[src/rtl/tmr_irq_pkg.sv]
package tmr_irq_pkg;
  localparam int SRC_N    = 3;
  localparam int CMP_N    = 2;
  localparam int SRC_OVF  = 0;
  localparam int SRC_CMPA = 1;
  localparam int SRC_CMPB = 2;

  typedef enum logic [1:0] {
    REG_CMPA = 2'd0,
    REG_CMPB = 2'd1,
    REG_MASK = 2'd2,
    REG_FLAG = 2'd3
  } reg_sel_e;
endpackage

[src/rtl/tmr_cmp_edge.sv]
module tmr_cmp_edge #(
  parameter int DATA_W = 8
) (
  input  logic              clk,
  input  logic              rst_n,
  input  logic [DATA_W-1:0] cnt_i,
  input  logic [DATA_W-1:0] cmp_i,
  output logic              hit_o
);
  logic eq_now;
  logic eq_q;

  always_comb begin
    eq_now = (cnt_i == cmp_i);
    hit_o  = eq_now & ~eq_q;
  end

  always_ff @(posedge clk or negedge rst_n) begin
    if (!rst_n) eq_q <= 1'b0;
    else        eq_q <= eq_now;
  end


  once_per_episode_chk: assert property (@(posedge clk) disable iff (!rst_n)
    hit_o |=> !hit_o);
endmodule

[src/rtl/tmr_irq_flags.sv]
module tmr_irq_flags #(
  parameter int SRC_N = 3
) (
  input  logic             clk,
  input  logic             rst_n,
  input  logic [SRC_N-1:0] set_i,
  input  logic [SRC_N-1:0] clr_i,
  input  logic [SRC_N-1:0] mask_i,
  input  logic             gie_i,
  output logic [SRC_N-1:0] flag_o,
  output logic [SRC_N-1:0] irq_o
);
  logic [SRC_N-1:0] flag_q;
  logic [SRC_N-1:0] flag_d;
  logic [SRC_N-1:0] flag_en;

  for (genvar i = 0; i < SRC_N; i++) begin : g_src
    always_comb begin
      flag_en[i] = set_i[i] | clr_i[i];
      flag_d[i]  = set_i[i];
    end

    always_ff @(posedge clk or negedge rst_n) begin
      if (!rst_n)          flag_q[i] <= 1'b0;
      else if (flag_en[i]) flag_q[i] <= flag_d[i];
    end


    set_wins_chk: assert property (@(posedge clk) disable iff (!rst_n)
      set_i[i] |=> flag_o[i]);

    clear_chk: assert property (@(posedge clk) disable iff (!rst_n)
      (clr_i[i] && !set_i[i]) |=> !flag_o[i]);

    hold_chk: assert property (@(posedge clk) disable iff (!rst_n)
      (!clr_i[i] && !set_i[i]) |=> $stable(flag_o[i]));

    irq_drop_chk: assert property (@(posedge clk) disable iff (!rst_n)
      $fell(flag_o[i]) |-> !irq_o[i]);
  end

  always_comb begin
    flag_o = flag_q;
    irq_o  = flag_q & mask_i & {SRC_N{gie_i}};
  end
endmodule

[src/rtl/tmr_irq_regs.sv]
module tmr_irq_regs
  import tmr_irq_pkg::*;
#(
  parameter int DATA_W = 8
) (
  input  logic                        clk,
  input  logic                        rst_n,
  input  logic                        wr_en,
  input  logic [1:0]                  addr,
  input  logic [DATA_W-1:0]           wr_data,
  input  logic [SRC_N-1:0]            flag_i,
  output logic [CMP_N-1:0][DATA_W-1:0] cmp_o,
  output logic [SRC_N-1:0]            mask_o,
  output logic [SRC_N-1:0]            wclr_o,
  output logic [DATA_W-1:0]           rd_data
);
  logic [CMP_N-1:0][DATA_W-1:0] cmp_q;
  logic [CMP_N-1:0]             cmp_en;
  logic [SRC_N-1:0]             mask_q;
  logic                         mask_en;
  reg_sel_e                     sel;

  assign sel = reg_sel_e'(addr);

  always_comb begin
    cmp_en[0] = wr_en && (sel == REG_CMPA);
    cmp_en[1] = wr_en && (sel == REG_CMPB);
    mask_en   = wr_en && (sel == REG_MASK);
    wclr_o    = (wr_en && (sel == REG_FLAG)) ? wr_data[SRC_N-1:0] : '0;
  end

  for (genvar c = 0; c < CMP_N; c++) begin : g_cmp
    always_ff @(posedge clk or negedge rst_n) begin
      if (!rst_n)         cmp_q[c] <= '0;
      else if (cmp_en[c]) cmp_q[c] <= wr_data;
    end


    cmp_wr_chk: assert property (@(posedge clk) disable iff (!rst_n)
      cmp_en[c] |=> (cmp_o[c] == $past(wr_data)));
  end

  always_ff @(posedge clk or negedge rst_n) begin
    if (!rst_n)       mask_q <= '0;
    else if (mask_en) mask_q <= wr_data[SRC_N-1:0];
  end

  always_comb begin
    cmp_o   = cmp_q;
    mask_o  = mask_q;
    rd_data = '0;
    case (sel)
      REG_CMPA: rd_data = cmp_q[0];
      REG_CMPB: rd_data = cmp_q[1];
      REG_MASK: rd_data[SRC_N-1:0] = mask_q;
      default:  rd_data[SRC_N-1:0] = flag_i;
    endcase
  end


  resv_zero_chk: assert property (@(posedge clk) disable iff (!rst_n)
    (sel == REG_MASK || sel == REG_FLAG) |-> (rd_data[DATA_W-1:SRC_N] == '0));
endmodule

[src/rtl/tmr_irq_unit.sv]
module tmr_irq_unit
  import tmr_irq_pkg::*;
#(
  parameter int DATA_W = 8
) (
  input  logic              clk,
  input  logic              rst_n,
  input  logic [DATA_W-1:0] cnt_val,
  input  logic              ovf_strobe,
  input  logic              gie,
  input  logic              wr_en,
  input  logic [1:0]        addr,
  input  logic [DATA_W-1:0] wr_data,
  output logic [DATA_W-1:0] rd_data,
  input  logic [SRC_N-1:0]  ack,
  output logic [SRC_N-1:0]  irq_req
);
  logic [CMP_N-1:0][DATA_W-1:0] cmp_val;
  logic [SRC_N-1:0]             mask_q;
  logic [SRC_N-1:0]             flag_q;
  logic [SRC_N-1:0]             wclr;
  logic [SRC_N-1:0]             set_ev;
  logic [SRC_N-1:0]             clr_ev;
  logic [CMP_N-1:0]             cmp_hit;

  tmr_irq_regs #(.DATA_W(DATA_W)) regs_i (
    .clk     (clk),
    .rst_n   (rst_n),
    .wr_en   (wr_en),
    .addr    (addr),
    .wr_data (wr_data),
    .flag_i  (flag_q),
    .cmp_o   (cmp_val),
    .mask_o  (mask_q),
    .wclr_o  (wclr),
    .rd_data (rd_data)
  );

  for (genvar c = 0; c < CMP_N; c++) begin : g_chan
    tmr_cmp_edge #(.DATA_W(DATA_W)) edge_i (
      .clk   (clk),
      .rst_n (rst_n),
      .cnt_i (cnt_val),
      .cmp_i (cmp_val[c]),
      .hit_o (cmp_hit[c])
    );
  end

  always_comb begin
    set_ev           = '0;
    set_ev[SRC_OVF]  = ovf_strobe;
    set_ev[SRC_CMPA] = cmp_hit[0];
    set_ev[SRC_CMPB] = cmp_hit[1];
    clr_ev           = ack | wclr;
  end

  tmr_irq_flags #(.SRC_N(SRC_N)) flags_i (
    .clk    (clk),
    .rst_n  (rst_n),
    .set_i  (set_ev),
    .clr_i  (clr_ev),
    .mask_i (mask_q),
    .gie_i  (gie),
    .flag_o (flag_q),
    .irq_o  (irq_req)
  );


  ack_onehot_chk: assert property (@(posedge clk) disable iff (!rst_n)
    $onehot0(ack));

  irq_gie_chk: assert property (@(posedge clk) disable iff (!rst_n)
    !gie |-> (irq_req == '0));
endmodule

[config.mk]
export PLATFORM = sky130hd
export DESIGN_NAME = tmr_irq_unit
export DESIGN_NICKNAME = d
export VERILOG_FILES = /design/src/rtl/tmr_irq_pkg.sv /design/src/rtl/tmr_cmp_edge.sv /design/src/rtl/tmr_irq_flags.sv /design/src/rtl/tmr_irq_regs.sv /design/src/rtl/tmr_irq_unit.sv
export SDC_FILE = /design/constraint.sdc
export NUM_CORES = 1
export LEC_CHECK = 0
export ABC_CLOCK_PERIOD_IN_PS = 1720
export BUFFER_PORTS_ARGS = -buffer_cell sky130_fd_sc_hd__buf_2
export CORE_ASPECT_RATIO = 0.7
export CORE_UTILIZATION = 34
export CTS_CLUSTER_SIZE = 30
export DETAILED_ROUTE_END_ITERATION = 8
export PLACE_DENSITY = 0.52
export SLEW_MARGIN = 10
export SYNTH_ARGS = -nofsm -noshare
export SYNTH_HDL_FRONTEND = slang
export SYNTH_SLANG_ARGS = --single-unit
export TNS_END_PERCENT = 1
[constraint.sdc]
create_clock -name clk -period 1.72 [get_ports clk]
set_input_delay 0.344 -clock clk [delete_from_list [all_inputs] [get_ports clk]]
set_output_delay 0.344 -clock clk [all_outputs]
set_load 0.03 [all_outputs]
# After elaboration in Yosys (flattened, before gate mapping)
# Index checks and enable logic that the tools add are counted.
[word_totals]
register_bits = 24
inputBits = 26
out_inout_bits = 11
[op_classes]
eq_ne = 5
mux = 3
bitwise_logic = 10
n_reduce_logical = 5
[op_table]
columns = ["cell", "count"]
rows = [
  ["$eq A8 B8 Y1", 2],
  ["$pmux W5 S2", 1],
  ["$pmux W3 S3", 1],
  ["$and A3 B3 Y3", 2],
  ["$eq A2 B2 Y1 const B", 2],
  ["$logic_and A1 B1 Y1", 4],
  ["$mux W3", 1],
  ["$or A1 B1 Y1", 3],
  ["$or A3 B3 Y3", 1],
  ["$and A1 B1 Y1", 2],
  ["$eq A2 B1 Y1 const B", 1],
  ["$logic_not A2 Y1", 1],
  ["$not A1 Y1", 2],
]

# Longest topological paths before layout
[depth]
word_depth = 5
mapped_depth = 5

# Hierarchy
# A second synthesis with hierarchy kept.
[unflattened]
hier_cells = 101
area_unflattened_um2 = 1306.3
[modules_own_cells]
columns = ["module", "n_inst", "cells_each", "area_each_um2"]
rows = [
  ["tmr_irq_regs", 1, 60, 917.1],
  ["tmr_cmp_edge", 2, 13, 121.4],
  ["tmr_irq_flags", 1, 12, 127.6],
  ["tmr_irq_unit", 1, 3, 18.8],
]

# Worst setup path before layout
# OpenSTA, ideal clock, no wires.
[synth_timing]
kind = "input to output"
from = "input addr[0]"
to = "output rd_data[0]"
arrival_time_ns = 1.307
slack_ns = 0.069
cell_stages = 3
n_path_buf = 2
cell_sequence = "buf_2 > buf_4 > mux4_2"
[synth_between]
elab_chain_cells = 2
word_cells_on_any_way = 4
classes_between = "eq/ne: 2; mux: 1; reduce/logical: 1"
[synth_lines]
columns = ["item", "line", "rtl"]
rows = [
  ["start: declaration", "tmr_irq_unit.sv:12", "input logic [1:0] addr,"],
  ["$eq A2 B2 Y1, or another cell as far along", "tmr_irq_regs.sv:52", "case (sel)"],
  ["$pmux W3 S3 (*)", "tmr_irq_regs.sv:52", ""],
  ["end: declaration", "tmr_irq_unit.sv:14", "output logic [DATA_W-1:0] rd_data,"],
]
# Mark *: on every way between the ends. The rest lies on a longest branch, timed or not.

# Worst setup path in the final report
[layout_timing]
from = "register regs_i.cmp_q, in the netlist regs_i.cmp_o[10]"
to = "output rd_data[2]"
[layout_between]
elab_chain_cells = 1
[layout_lines]
columns = ["item", "line", "rtl"]
rows = [
  ["start: declaration", "tmr_irq_regs.sv:17", "logic [CMP_N-1:0][DATA_W-1:0] cmp_q;"],
  ["start signal: indexed assignment", "tmr_irq_regs.sv:35", "else if (cmp_en[c]) cmp_q[c] <= wr_data;"],
  ["$pmux W3 S3", "tmr_irq_regs.sv:52", ""],
]
# No other way between the ends.

==> run_results.csv <==
group,metric,value,unit
clock_network,tritoncts.num_buffers,3,
floorplanning,num_io_pins,37,
timing,hold_viol,0,
run_status,status,"finished clean",
grt,antenna_found_initial,0,
setup_path,crit_required,1380,ps
place,gp_congestion,0.724,
floorplanning,core_area,3540,um^2
setup_path,rrSetupSlack,450,ps
synth,yosysWarnings,0,
grt,grt_pass1_vias,931,
synth,synth.avg_cell_area,12.9,um^2
synth,yosysUniqueCellTypes,18,
timing,finClkSkew,9.00,ps
floorplanning,start_util,35.8,%
place,io_buffers,36,
setup_path,reg2reg_depth,3,
final_layout,fin_util,45.6,%
drt,wire_per_inst,15.1,um
setup_path,reg2reg_from,"regs_i.cmp_o[8]$_DFFE_PN0P_",
flow_run,drv_cap,0,
final_layout,antenna_cells,0,
drt,drtIter0Drc,41,
synth,synth_area_leaders,"dfrtp_1 (47%), mux2_2 (17%), xnor2_1 (11%)",
synth,synth_edf_count,0,
clock_network,cts_buffer_depth,2,
floorplanning,die_area,3980,um^2
timing,rsz0062_at_grt,"true",
grt,grt_use_total,16.8,%
setup_path,reg2reg_to,"flags_i.flag_o[2]$_DFFE_PN0P_",
timing,timing.setup.tns,0,ps
grt,grt_pass1_wl,4660,um
drt,antenna_left,0,
setup_path,cp.arrival,1340,ps
synth,ys.flop_type,"dfrtp_1",
timing,max_freq,0.593,GHz
synth,ys_seq_area_share,47.4,%
floorplanning,die-width,74.9,um
drt,post-route-drc-count,0,
floorplanning,die_y,53.1,um
grt,grt.overflow.total,0,
final_layout,nNetsFinal,167,
timing,slew_viol_final,0,
pwr,fin_total_pwr,1.67,mW
timing,period_needed,1690,ps
place,hpwl,2250,um
setup_path,cp_max_fo,3,
clock_network,cts_sinks,24,
timing,maxSlewHeadroom,64.5,%
drt,drt_wl_total,2870,um
drt,avgViaCountPerCell,4.89,
synth,ys_seq_elements,24,
clock_network,cts.clk_slew.worst_paths,90,ps
synth,synthArstFlopShare,100,%
setup_path,endpoint_kind,"output port",
final_layout,area_growth,27.4,%
clock_network,worst_skew_pair.late_latency,270,ps
timing,setup_viol,0,
hold_path,min-delay-path-class,"input pin to async pin",
grt,grt_max_degree,25,
final_layout,fin_cells,190,
drt,vias,929,
synth,synth.most_common_cell,"dfrtp_1",
synth,synth_common_cells,"dfrtp_1 (24), mux2_2 (19), xnor2_1 (16)",
place,placed_cells,185,
synth,netlist_instances,98,
synth,synth_top_area_share,47.4,%
setup_path,start_kind,"register",
timing,fin_crit_sh,98.1,%
final_layout,drive_above_1_share,50.0,%
clock_network,cts_root_buffer,"clkbuf_8",
pwr,ir_drop,0.640,mV
synth,synth_top_area_cell,"dfrtp_1",
clock_network,h-tree-depth,1,
timing,worstMarginPinSlew,532,ps
floorplanning,rows,18,
synth,synth_nets,124,
clock_network,cts_tree,"built",
pwr,leakagePower,0.732,nW
synth,syn_area,1270,um^2
pwr,power.density,1040,nW/um^2
drt,first_pass_iters,4,
setup_path,path_class,"register to output port",
-- worst max-delay path by stage --
stage / start / cells past startpoint / to
3_3_place_gp: addr[0] / 3 / rd_data[0]
5_1_grt: regs_i.cmp_o[1]$_DFFE_PN0P_ / 2 / rd_data[1]
4_1_cts: regs_i.cmp_o[2]$_DFFE_PN0P_ / 2 / rd_data[2]
2_1_floorplan: addr[0] / 3 / rd_data[0]
6_report: regs_i.cmp_o[10]$_DFFE_PN0P_ / 2 / rd_data[2]
3_5_place_dp: addr[0] / 3 / rd_data[2]
-- registers in the layout (all words and copies together) (netlist names) --
register	cells
regs_i.mask_o	3
flags_i.flag_o	3
regs_i.cmp_o	16
g_chan.edge_i.eq_q	2
-- placed cells by master (no fill, tap or decap) --
cell type / count
mux2_2: 19
nor3b_4: 1
nand2_1: 4
nand4_1: 5
mux4_2: 3
nand3b_2: 1
buf_4: 4
nor3_1: 2
a31o_2: 1
o41ai_1: 2
clkbuf_8: 3
inv_1: 1
and3_1: 3
buf_12: 1
dfrtp_1: 24
buf_2: 36
mux2i_1: 5
xnor2_1: 16
nand3b_1: 3
bufinv_16: 1
nor2_1: 5
-- worst max-delay path: stages (launching register included) --
cell,delay (ps)
dfrtp_1,430
mux4_2,460
buf_2,190
-- repair_timing --
action | 4_1_cts | 5_1_grt
hold buffers | 0 | 0
gates resized for setup | 0 | 0
buffers inserted | 0 | 1
endpoints found under the setup margin | 0 | 2
-- power by group --
part / total, mW / switching (mW) / internal (mW)
registers: 0.736 / 0.0830 / 0.653
clock network: 0.490 / 0.179 / 0.311
logic: 0.446 / 0.217 / 0.228
total: 1.67 / 0.479 / 1.19
-- final cells by class --
| class | count | area (um^2) |
|---|---|---|
| Sequential cell | 24 | 601 |
| Tap cell | 50 | 62.6 |
| Multi-Input combinational cell | 70 | 644 |
| Fill cell | 345 | 1920 |
| Inverter | 1 | 3.75 |
| Timing Repair Buffer | 41 | 230 |
| Clock inverter | 1 | 30.0 |
| Clock buffer | 3 | 41.3 |
-- routing by layer --
metal  global-route usage (%)  part of all wire [%]
met3                     4.57                   7.3
met2                     26.0                    44
met1                     23.1                    48
met5                        0                     0
met4                     4.72                  0.59
-- kinds of logic (layout without fill, tap and decap cells) --
logic type	count (synthesis)	in the layout	synth area share, %
multiplexers	27	27	26.2
flip-flops	24	24	47.4
AND/OR/NAND/NOR	24	24	11.6
XOR/XNOR	16	16	11.1
buffers and inverters	4	46	1.68
AO/OA/AOI/OAI	3	3	2.08
-- through the flow --
stage                     area [um^2]  hold WS [ps]  worst slack, ps
final                            1610          43.9             32.8
after global routing             1610          90.1            -4.03
after CTS                        1610          64.7             24.6
after detailed placement         1530           359              150
after global placement           1530           352              173
after floorplan                  1270          48.4             69.3
Power figures use the tool's default switching activity.
